--- src/rtl/dsa_pkg.sv ---
package dsa_pkg;

    localparam int NTHR     = 2;
    localparam int LANES    = 4;
    localparam int TOK_W    = 8;
    localparam int UOP_W    = 5;
    localparam int MC_LIMIT = 2;
    localparam int TAKE_W   = $clog2(LANES + 1);

    typedef struct packed {
        logic [TOK_W-1:0] tok;
        logic [UOP_W-1:0] uops;
    } instr_t;

    typedef instr_t [LANES-1:0] window_t;

    // Thermometer mask with the low n lanes set.
    function automatic logic [LANES-1:0] lane_mask(input logic [TAKE_W-1:0] n);
        logic [LANES-1:0] m;
        for (int i = 0; i < LANES; i++) begin
            m[i] = (TAKE_W'(i) < n);
        end
        return m;
    endfunction

    // Macro-ops emitted in one beat out of the remaining count.
    function automatic logic [TAKE_W-1:0] beat_of(input logic [UOP_W-1:0] rem);
        if (rem > UOP_W'(LANES)) begin
            return TAKE_W'(LANES);
        end
        return TAKE_W'(rem);
    endfunction

    function automatic logic is_mc(input logic [UOP_W-1:0] uops);
        return uops > UOP_W'(MC_LIMIT);
    endfunction

endpackage

--- src/rtl/dsa_thread_queue.sv ---
module dsa_thread_queue
    import dsa_pkg::*;
#(
    parameter int DEPTH = 8
) (
    input  logic              clk,
    input  logic              rst,
    input  logic              flush,
    input  logic              push_valid,
    input  instr_t            push_data,
    output logic              push_ready,
    input  logic [TAKE_W-1:0] pop_n,
    output window_t           win,
    output logic [TAKE_W-1:0] win_cnt
);
    // DEPTH must be a power of two and at least LANES.
    localparam int PTR_W = $clog2(DEPTH);
    localparam int CNT_W = $clog2(DEPTH + 1);

    instr_t            mem [DEPTH];
    logic [PTR_W-1:0]  rd_ptr, wr_ptr;
    logic [CNT_W-1:0]  count;
    logic              push_fire;

    assign push_ready = (count < CNT_W'(DEPTH));
    assign push_fire  = push_valid && push_ready && !flush;

    always_ff @(posedge clk) begin
        if (push_fire) begin
            mem[wr_ptr] <= push_data;
        end
    end

    always_ff @(posedge clk) begin
        if (rst || flush) begin
            rd_ptr <= '0;
            wr_ptr <= '0;
            count  <= '0;
        end else begin
            if (push_fire) begin
                wr_ptr <= wr_ptr + PTR_W'(1);
            end
            rd_ptr <= rd_ptr + PTR_W'(pop_n);
            count  <= count + CNT_W'(push_fire) - CNT_W'(pop_n);
        end
    end

    for (genvar i = 0; i < LANES; i++) begin : g_win
        assign win[i] = mem[rd_ptr + PTR_W'(i)];
    end

    assign win_cnt = (count > CNT_W'(LANES)) ? TAKE_W'(LANES) : TAKE_W'(count);

    // the arbiter never consumes more tokens than the window shows
    a_r1_pop_bound: assert property (@(posedge clk) disable iff (rst)
        pop_n <= win_cnt);

    // a flushed queue shows nothing on the following cycle
    a_r8_flush_empties: assert property (@(posedge clk) disable iff (rst)
        flush |=> (win_cnt == '0));

endmodule

--- src/rtl/dsa_group_former.sv ---
module dsa_group_former
    import dsa_pkg::*;
(
    input  window_t           win,
    input  logic [TAKE_W-1:0] win_cnt,
    output logic [TAKE_W-1:0] take_n,
    output logic              head_mc
);
    logic stop;

    always_comb begin
        head_mc = (win_cnt != '0) && is_mc(win[0].uops);
        take_n  = '0;
        stop    = 1'b0;
        if (head_mc) begin
            take_n = TAKE_W'(1);
        end else begin
            for (int i = 0; i < LANES; i++) begin
                if (!stop && (TAKE_W'(i) < win_cnt) && !is_mc(win[i].uops)) begin
                    take_n = TAKE_W'(i + 1);
                end else begin
                    stop = 1'b1;
                end
            end
        end
    end

endmodule

--- src/rtl/dual_decode_arb.sv ---
module dual_decode_arb
    import dsa_pkg::*;
#(
    parameter int QDEPTH = 8
) (
    input  logic                        clk,
    input  logic                        rst,
    input  logic [NTHR-1:0]             push_valid,
    input  logic [NTHR-1:0][TOK_W-1:0]  push_tok,
    input  logic [NTHR-1:0][UOP_W-1:0]  push_uops,
    output logic [NTHR-1:0]             push_ready,
    input  logic [NTHR-1:0]             flush,
    input  logic [NTHR-1:0]             disp_ready,
    output logic [NTHR-1:0]             grp_valid,
    output logic                        grp_tid,
    output logic                        grp_mc,
    output logic [LANES-1:0]            grp_lanes,
    output logic [LANES-1:0][TOK_W-1:0] grp_tok
);
    window_t           win     [NTHR];
    logic [TAKE_W-1:0] win_cnt [NTHR];
    logic [TAKE_W-1:0] take_n  [NTHR];
    logic [TAKE_W-1:0] pop_n   [NTHR];
    logic [NTHR-1:0]   head_mc;
    logic [NTHR-1:0]   elig;
    instr_t            push_d  [NTHR];

    for (genvar t = 0; t < NTHR; t++) begin : g_thr
        assign push_d[t] = {push_tok[t], push_uops[t]};
        assign elig[t]   = (win_cnt[t] != '0) && disp_ready[t] && !flush[t];

        dsa_thread_queue #(.DEPTH(QDEPTH)) u_queue (
            .clk        (clk),
            .rst        (rst),
            .flush      (flush[t]),
            .push_valid (push_valid[t]),
            .push_data  (push_d[t]),
            .push_ready (push_ready[t]),
            .pop_n      (pop_n[t]),
            .win        (win[t]),
            .win_cnt    (win_cnt[t])
        );

        dsa_group_former u_former (
            .win     (win[t]),
            .win_cnt (win_cnt[t]),
            .take_n  (take_n[t]),
            .head_mc (head_mc[t])
        );
    end

    // Arbitration and microcode state
    logic              turn;
    logic              mc_active;
    logic              mc_tid;
    logic [TOK_W-1:0]  mc_tok;
    logic [UOP_W-1:0]  mc_left;

    logic              pick;
    logic              gnt_any;
    logic              start_mc;
    logic              hold_beat;
    logic [TAKE_W-1:0] hold_n;
    logic [UOP_W-1:0]  head_uops;

    always_comb begin
        pick      = 1'b0;
        gnt_any   = 1'b0;
        start_mc  = 1'b0;
        hold_beat = 1'b0;
        hold_n    = beat_of(mc_left);
        head_uops = '0;
        grp_valid = '0;
        grp_tid   = 1'b0;
        grp_mc    = 1'b0;
        grp_lanes = '0;
        grp_tok   = '0;
        for (int t = 0; t < NTHR; t++) begin
            pop_n[t] = '0;
        end

        if (mc_active) begin
            if (!flush[mc_tid] && disp_ready[mc_tid]) begin
                hold_beat         = 1'b1;
                grp_valid[mc_tid] = 1'b1;
                grp_tid           = mc_tid;
                grp_mc            = 1'b1;
                grp_lanes         = lane_mask(hold_n);
                for (int i = 0; i < LANES; i++) begin
                    grp_tok[i] = grp_lanes[i] ? mc_tok : '0;
                end
            end
        end else begin
            if (elig[turn]) begin
                pick    = turn;
                gnt_any = 1'b1;
            end else if (elig[~turn]) begin
                pick    = ~turn;
                gnt_any = 1'b1;
            end
            if (gnt_any) begin
                grp_valid[pick] = 1'b1;
                grp_tid         = pick;
                pop_n[pick]     = take_n[pick];
                head_uops       = win[pick][0].uops;
                if (head_mc[pick]) begin
                    start_mc  = 1'b1;
                    grp_mc    = 1'b1;
                    grp_lanes = lane_mask(beat_of(head_uops));
                    for (int i = 0; i < LANES; i++) begin
                        grp_tok[i] = grp_lanes[i] ? win[pick][0].tok : '0;
                    end
                end else begin
                    grp_lanes = lane_mask(take_n[pick]);
                    for (int i = 0; i < LANES; i++) begin
                        grp_tok[i] = grp_lanes[i] ? win[pick][i].tok : '0;
                    end
                end
            end
        end
    end

    always_ff @(posedge clk) begin
        if (rst) begin
            turn      <= 1'b0;
            mc_active <= 1'b0;
            mc_tid    <= 1'b0;
            mc_tok    <= '0;
            mc_left   <= '0;
        end else if (mc_active) begin
            if (flush[mc_tid]) begin
                mc_active <= 1'b0;
            end else if (hold_beat) begin
                mc_left <= mc_left - UOP_W'(hold_n);
                if (mc_left <= UOP_W'(LANES)) begin
                    mc_active <= 1'b0;
                end
            end
        end else if (gnt_any) begin
            turn <= ~pick;
            if (start_mc && (head_uops > UOP_W'(LANES))) begin
                mc_active <= 1'b1;
                mc_tid    <= pick;
                mc_tok    <= win[pick][0].tok;
                mc_left   <= head_uops - UOP_W'(LANES);
            end
        end
    end

    // one thread per group, tag agrees with the port
    a_r3_one_thread: assert property (@(posedge clk) disable iff (rst)
        $onehot0(grp_valid) && ((grp_valid == '0) || grp_valid[grp_tid]));

    // back-to-back grants under dual load go to different threads
    a_r2_alternate: assert property (@(posedge clk) disable iff (rst)
        ($past(!rst) && !mc_active && (&elig) &&
         $past(!mc_active && (&elig) && (|grp_valid) && !grp_mc))
        |-> (grp_valid != $past(grp_valid)));

    // a lone eligible thread is served in that cycle
    a_r4_full_rate: assert property (@(posedge clk) disable iff (rst)
        (!mc_active && ($countones(elig) == 1)) |-> (grp_valid == elig));

    // later microcode beats never reach the other thread
    a_r6_hold_exclusive: assert property (@(posedge clk) disable iff (rst)
        mc_active |-> !grp_valid[~mc_tid]);

    // no group to a port that is not ready
    a_r7_ready_only: assert property (@(posedge clk) disable iff (rst)
        (grp_valid & ~disp_ready) == '0);

    // a flushed thread receives nothing in the flush cycle
    a_r8_flush_silent: assert property (@(posedge clk) disable iff (rst)
        (grp_valid & flush) == '0);

endmodule

--- config.mk ---
export PLATFORM = sky130hd
export DESIGN_NAME = dual_decode_arb
export DESIGN_NICKNAME = d
export VERILOG_FILES = /design/src/rtl/dsa_pkg.sv /design/src/rtl/dsa_thread_queue.sv /design/src/rtl/dsa_group_former.sv /design/src/rtl/dual_decode_arb.sv
export SDC_FILE = /design/constraint.sdc
export NUM_CORES = 1
export LEC_CHECK = 0
export ABC_AREA = 1
export CAP_MARGIN = 5
export CORE_MARGIN = 2
export CORE_UTILIZATION = 30
export DETAILED_ROUTE_END_ITERATION = 12
export DONT_BUFFER_PORTS = 1
export PLACE_DENSITY_LB_ADDON = 0.15
export SLEW_MARGIN = 10
export SYNTH_ARGS = -nofsm -noshare
export SYNTH_HDL_FRONTEND = slang
export SYNTH_SLANG_ARGS = --single-unit
--- constraint.sdc ---
create_clock -name clk -period 4.8 [get_ports clk]
set_input_delay 0.48 -clock clk [delete_from_list [all_inputs] [get_ports clk]]
set_output_delay 0.48 -clock clk [all_outputs]
set_load 0.05 [all_outputs]
==> flow_summary_export.csv <==
group,metric,value,unit
synthesis,yosys_warnings,0,
floorplanning,initial_core_util,0.304,
clock_tree,clkTransAtPathRegs,0.06,ns
clock_tree,htreeDepth,1,
global_route,grtUsageTotal,0.190,
synthesis,netlist_instances,1857,
worst_setup_path,r2r_start,"g_thr[0].u_queue.rd_ptr[0]$_SDFF_PP0_",
worst_hold_path,min_path_type,"input port to flop",
worst_setup_path,cp_max_fo,34,
synthesis,synth_top_flop_cell,"edfxtp_1",
sta,rsz0062_at_grt,"no",
worst_setup_path,crit_required,4.32,ns
worst_setup_path,rr_endpoint,"g_thr[0].u_queue.count[3]$_SDFF_PP0_",
synthesis,ys_ff_latch,244,
final_layout,syn_to_final_growth,16.0,%
synthesis,syn_nets,1918,
worst_setup_path,cpMaxStageDelayCell,"a21oi_2",
worst_hold_path,min_delay_path_depth,2,
worst_setup_path,crit_top_cell,"buf_4",
route,dr.pass1.iters,6,
worst_hold_path,holdPathEnd,"g_thr[0].u_queue.wr_ptr[0]$_SDFFE_PP0P_",
floorplanning,die-area,0.0502,mm²
floorplanning,core_area,0.0477,mm²
flow_run,drv_cap,0,
final_layout,drive_gt1_frac,0.0873,
clock_tree,cts_resized,0,
synthesis,async_flop_share,0,
worst_setup_path,startpoint_type,"flop",
sta,final.setup.tns,0,ns
global_route,grt-ovfl-total,0,
outcome,outcome,"finished clean",
floorplanning,pin_count,76,
worst_setup_path,rrSetupSlack,1.03,ns
clock_tree,insertion_delay,0.56,ns
placement,port_buffers,0,
worst_setup_path,crit_buf_inv,5,
clock_tree,postCtsSetupBuffers,0,
worst_setup_path,path_class,"flop to output pin",
sta,period_needed,4.45,ns
worst_setup_path,cp_cell_sequence,"inv_2 -> nand2_1 -> nor2_1 -> nand2_1 -> nand3_1 -> inv_1 -> nand2_2 -> buf_4 -> nor3_4 -> nor2_4 -> buf_4 -> nor2_1 -> a21oi_2 -> o22ai_1 -> buf_4",
sta,report.final.slew_viol_count,0,
worst_setup_path,cp-end-kind,"output pin",
sta,worst-slew-pin-transition,1.22,ns
route,drt_iter0_drc,1042,
sta,finClkSkew,0.00972,ns
sta,setup_viol,0,
power,ir_drop,0.259,mV
final_layout,diodes,0,
sta,fin_crit_sh,0.928,
global_route,grt_pass1_vias,12000,
power,leakagePower,0.00682,µW
floorplanning,fp-row-count,80,
route,wl_per_cell,18.9,µm
clock_tree,root_buffer,"clkbuf_16",
worst_setup_path,critPathArrivalTime,3.97,ns
clock_tree,cts_tree,"built",
route,vias,12700,
clock_tree,clock-sinks,244,
route,vias_per_cell,5.00,
worst_hold_path,worstHoldStart,"push_valid[0]",
synthesis,syn_area,0.0145,mm²
synthesis,synth_edf_count,208,
global_route,antenna_found_initial,1,
final_layout,nNetsFinal,1964,
synthesis,synth.avg_cell_area,7.82,µm²
clock_tree,ctsHoldBuffers,27,
placement,post-dp-hpwl,34500,µm
synthesis,yosysUniqueCellTypes,43,
worst_setup_path,cpLargestDelayFamily,"buffers and inverters",
sta,holdWs,0.129,ns
clock_tree,cts_buffers,29,
clock_tree,max-clock-path-buffers,3,
synthesis,yosysSeqAreaShare,0.480,
global_route,grt_pass1_wl,72200,µm
route,drc,0,
worst_setup_path,worst-r2r-cell-count,17,
global_route,grt_start_max_net_pins,97,
sta,slew_headroom,0.186,
worst_setup_path,max_stage_delay,0.58,ns
sta,fmax,225,MHz
route,ant_nets,0,
floorplanning,die_width,224,µm
floorplanning,dieHeight,224,µm
route,drt-total-wl,48100,µm
sta,finalHoldViolCount,0,
power,p_per_area,307,mW/mm²
placement,routabilityCongestion,0.936,
[metal layers]
metal	wire [µm]	up-vias	global-route usage
met4	1050	2	0.0477
met2	20900	412	0.297
li1	-	6258	-
met5	7	-	0
met1	23100	5974	0.274
met3	3040	61	0.0298
[power breakdown]
part           leakage, µW  switching (µW)  internal, µW
clock network     0.000477             916          1400
logic              0.00417             351           139
registers          0.00217            25.7          2340
[worst register-to-register path: cells and delay by family (launching register included)]
kind	cells	cell delay (ns)
simple gates	5	0.54
flops	1	0.53
compound gates	4	0.61
buf+inv	4	0.92
fa+ha+maj	3	0.96
xor+xnor	1	0.14
[cells in the mapped netlist, types with 6 or more instances]
library cell,instances,area share
a211oi_1,6,0.0031
xor2_1,9,0.0054
clkbuf_1,35,0.0091
inv_1,174,0.045
inv_2,12,0.0031
edfxtp_1,208,0.43
nand2_1,628,0.16
buf_2,28,0.0097
buf_1,9,0.0023
o21ai_0,223,0.077
nor2_2,6,0.0026
mux2i_1,43,0.030
nand4_1,38,0.016
nor2_1,146,0.038
a21oi_1,40,0.014
ha_1,23,0.020
nand3_1,103,0.036
dfxtp_1,36,0.050
o22ai_1,20,0.0086
o21ai_1,10,0.0034
[metrics by stage]
stage	instance area (µm²)	cells	util	setup WS, ns	power, µW
4_1_cts	16800	2539	0.353	0.371	5220
3_3_place_gp	15600	2460	0.326	1.06	2850
2_1_floorplan	14500	1857	-	0.788	2710
3_5_place_dp	15600	2460	0.326	1.01	2850
6_report	16800	2539	0.353	0.348	5170
5_1_grt	16800	2539	0.353	0.0709	5350
[how the worst max path moves through the flow]
| stage | cells after the start | slack (ns) | to | start |
|---|---|---|---|---|
| after CTS | 15 | 0.37 | grp_tok[26] | g_thr[1].u_queue.count[3]$_SDFF_PP0_ |
| after detailed placement | 15 | 1.01 | grp_tok[26] | g_thr[1].u_queue.count[3]$_SDFF_PP0_ |
| after global routing | 15 | 0.07 | grp_tok[27] | g_thr[1].u_queue.count[3]$_SDFF_PP0_ |
| after global placement | 17 | 1.06 | g_thr[0].u_queue.count[3]$_SDFF_PP0_ | g_thr[0].u_queue.rd_ptr[0]$_SDFF_PP0_ |
| final | 15 | 0.35 | grp_tok[26] | g_thr[1].u_queue.count[3]$_SDFF_PP0_ |
| after floorplan | 23 | 0.79 | g_thr[1].u_queue.count[3]$_SDFF_PP0_ | g_thr[1].u_queue.rd_ptr[0]$_SDFF_PP0_ |
[registers in the layout, indices dropped and copies added, names as in the netlist]
register and count:
mc_active 1, mc_left 5, turn 1, g_thr.u_queue.wr_ptr 6, g_thr.u_queue.mem 208, mc_tid 1, mc_tok 8, g_thr.u_queue.count 8
g_thr.u_queue.rd_ptr 6
[final cells by class]
| type | instances | area, µm² |
|---|---|---|
| clock buffers | 32 | 757 |
| clock inverters | 20 | 238 |
| fillers | 4848 | 30900 |
| inverters | 190 | 713 |
| multi-input cells | 1341 | 6470 |
| flip-flops and latches | 244 | 6970 |
| well taps | 615 | 769 |
| repair buffers | 97 | 921 |
[cells by family (layout without fill, tap and decap cells)]
logic type	Yosys count	after routing	synth area share
buffers and inverters	272	339	0.0762
AND/OR/NAND/NOR	940	940	0.264
flip-flops	244	244	0.480
other	1	1	0.000258
AO/OA/AOI/OAI	318	318	0.117
XOR/XNOR	12	12	0.00776
adder cells (fa/ha/maj)	27	27	0.0253
multiplexers	43	43	0.0297
[cell usage in the layout (no fill, tap or decap), types with 6 or more instances in the layout]
| cell | n |
|---|---|
| inv_1 | 174 |
| a211oi_1 | 6 |
| nor2_1 | 135 |
| mux2i_1 | 43 |
| xor2_1 | 9 |
| edfxtp_1 | 208 |
| clkbuf_16 | 29 |
| clkinv_2 | 6 |
| dlygate4sd3_1 | 27 |
| buf_4 | 60 |
| a21oi_1 | 40 |
| o21ai_0 | 219 |
| nor2_2 | 17 |
| clkinv_1 | 7 |
| ha_1 | 23 |
| dfxtp_1 | 34 |
| o22ai_1 | 20 |
| nand2_1 | 628 |
| nand4_1 | 38 |
| buf_12 | 10 |
| o21ai_1 | 13 |
| inv_2 | 12 |
| nand3_1 | 103 |
Note: power is estimated with default switching activity, not from simulation.
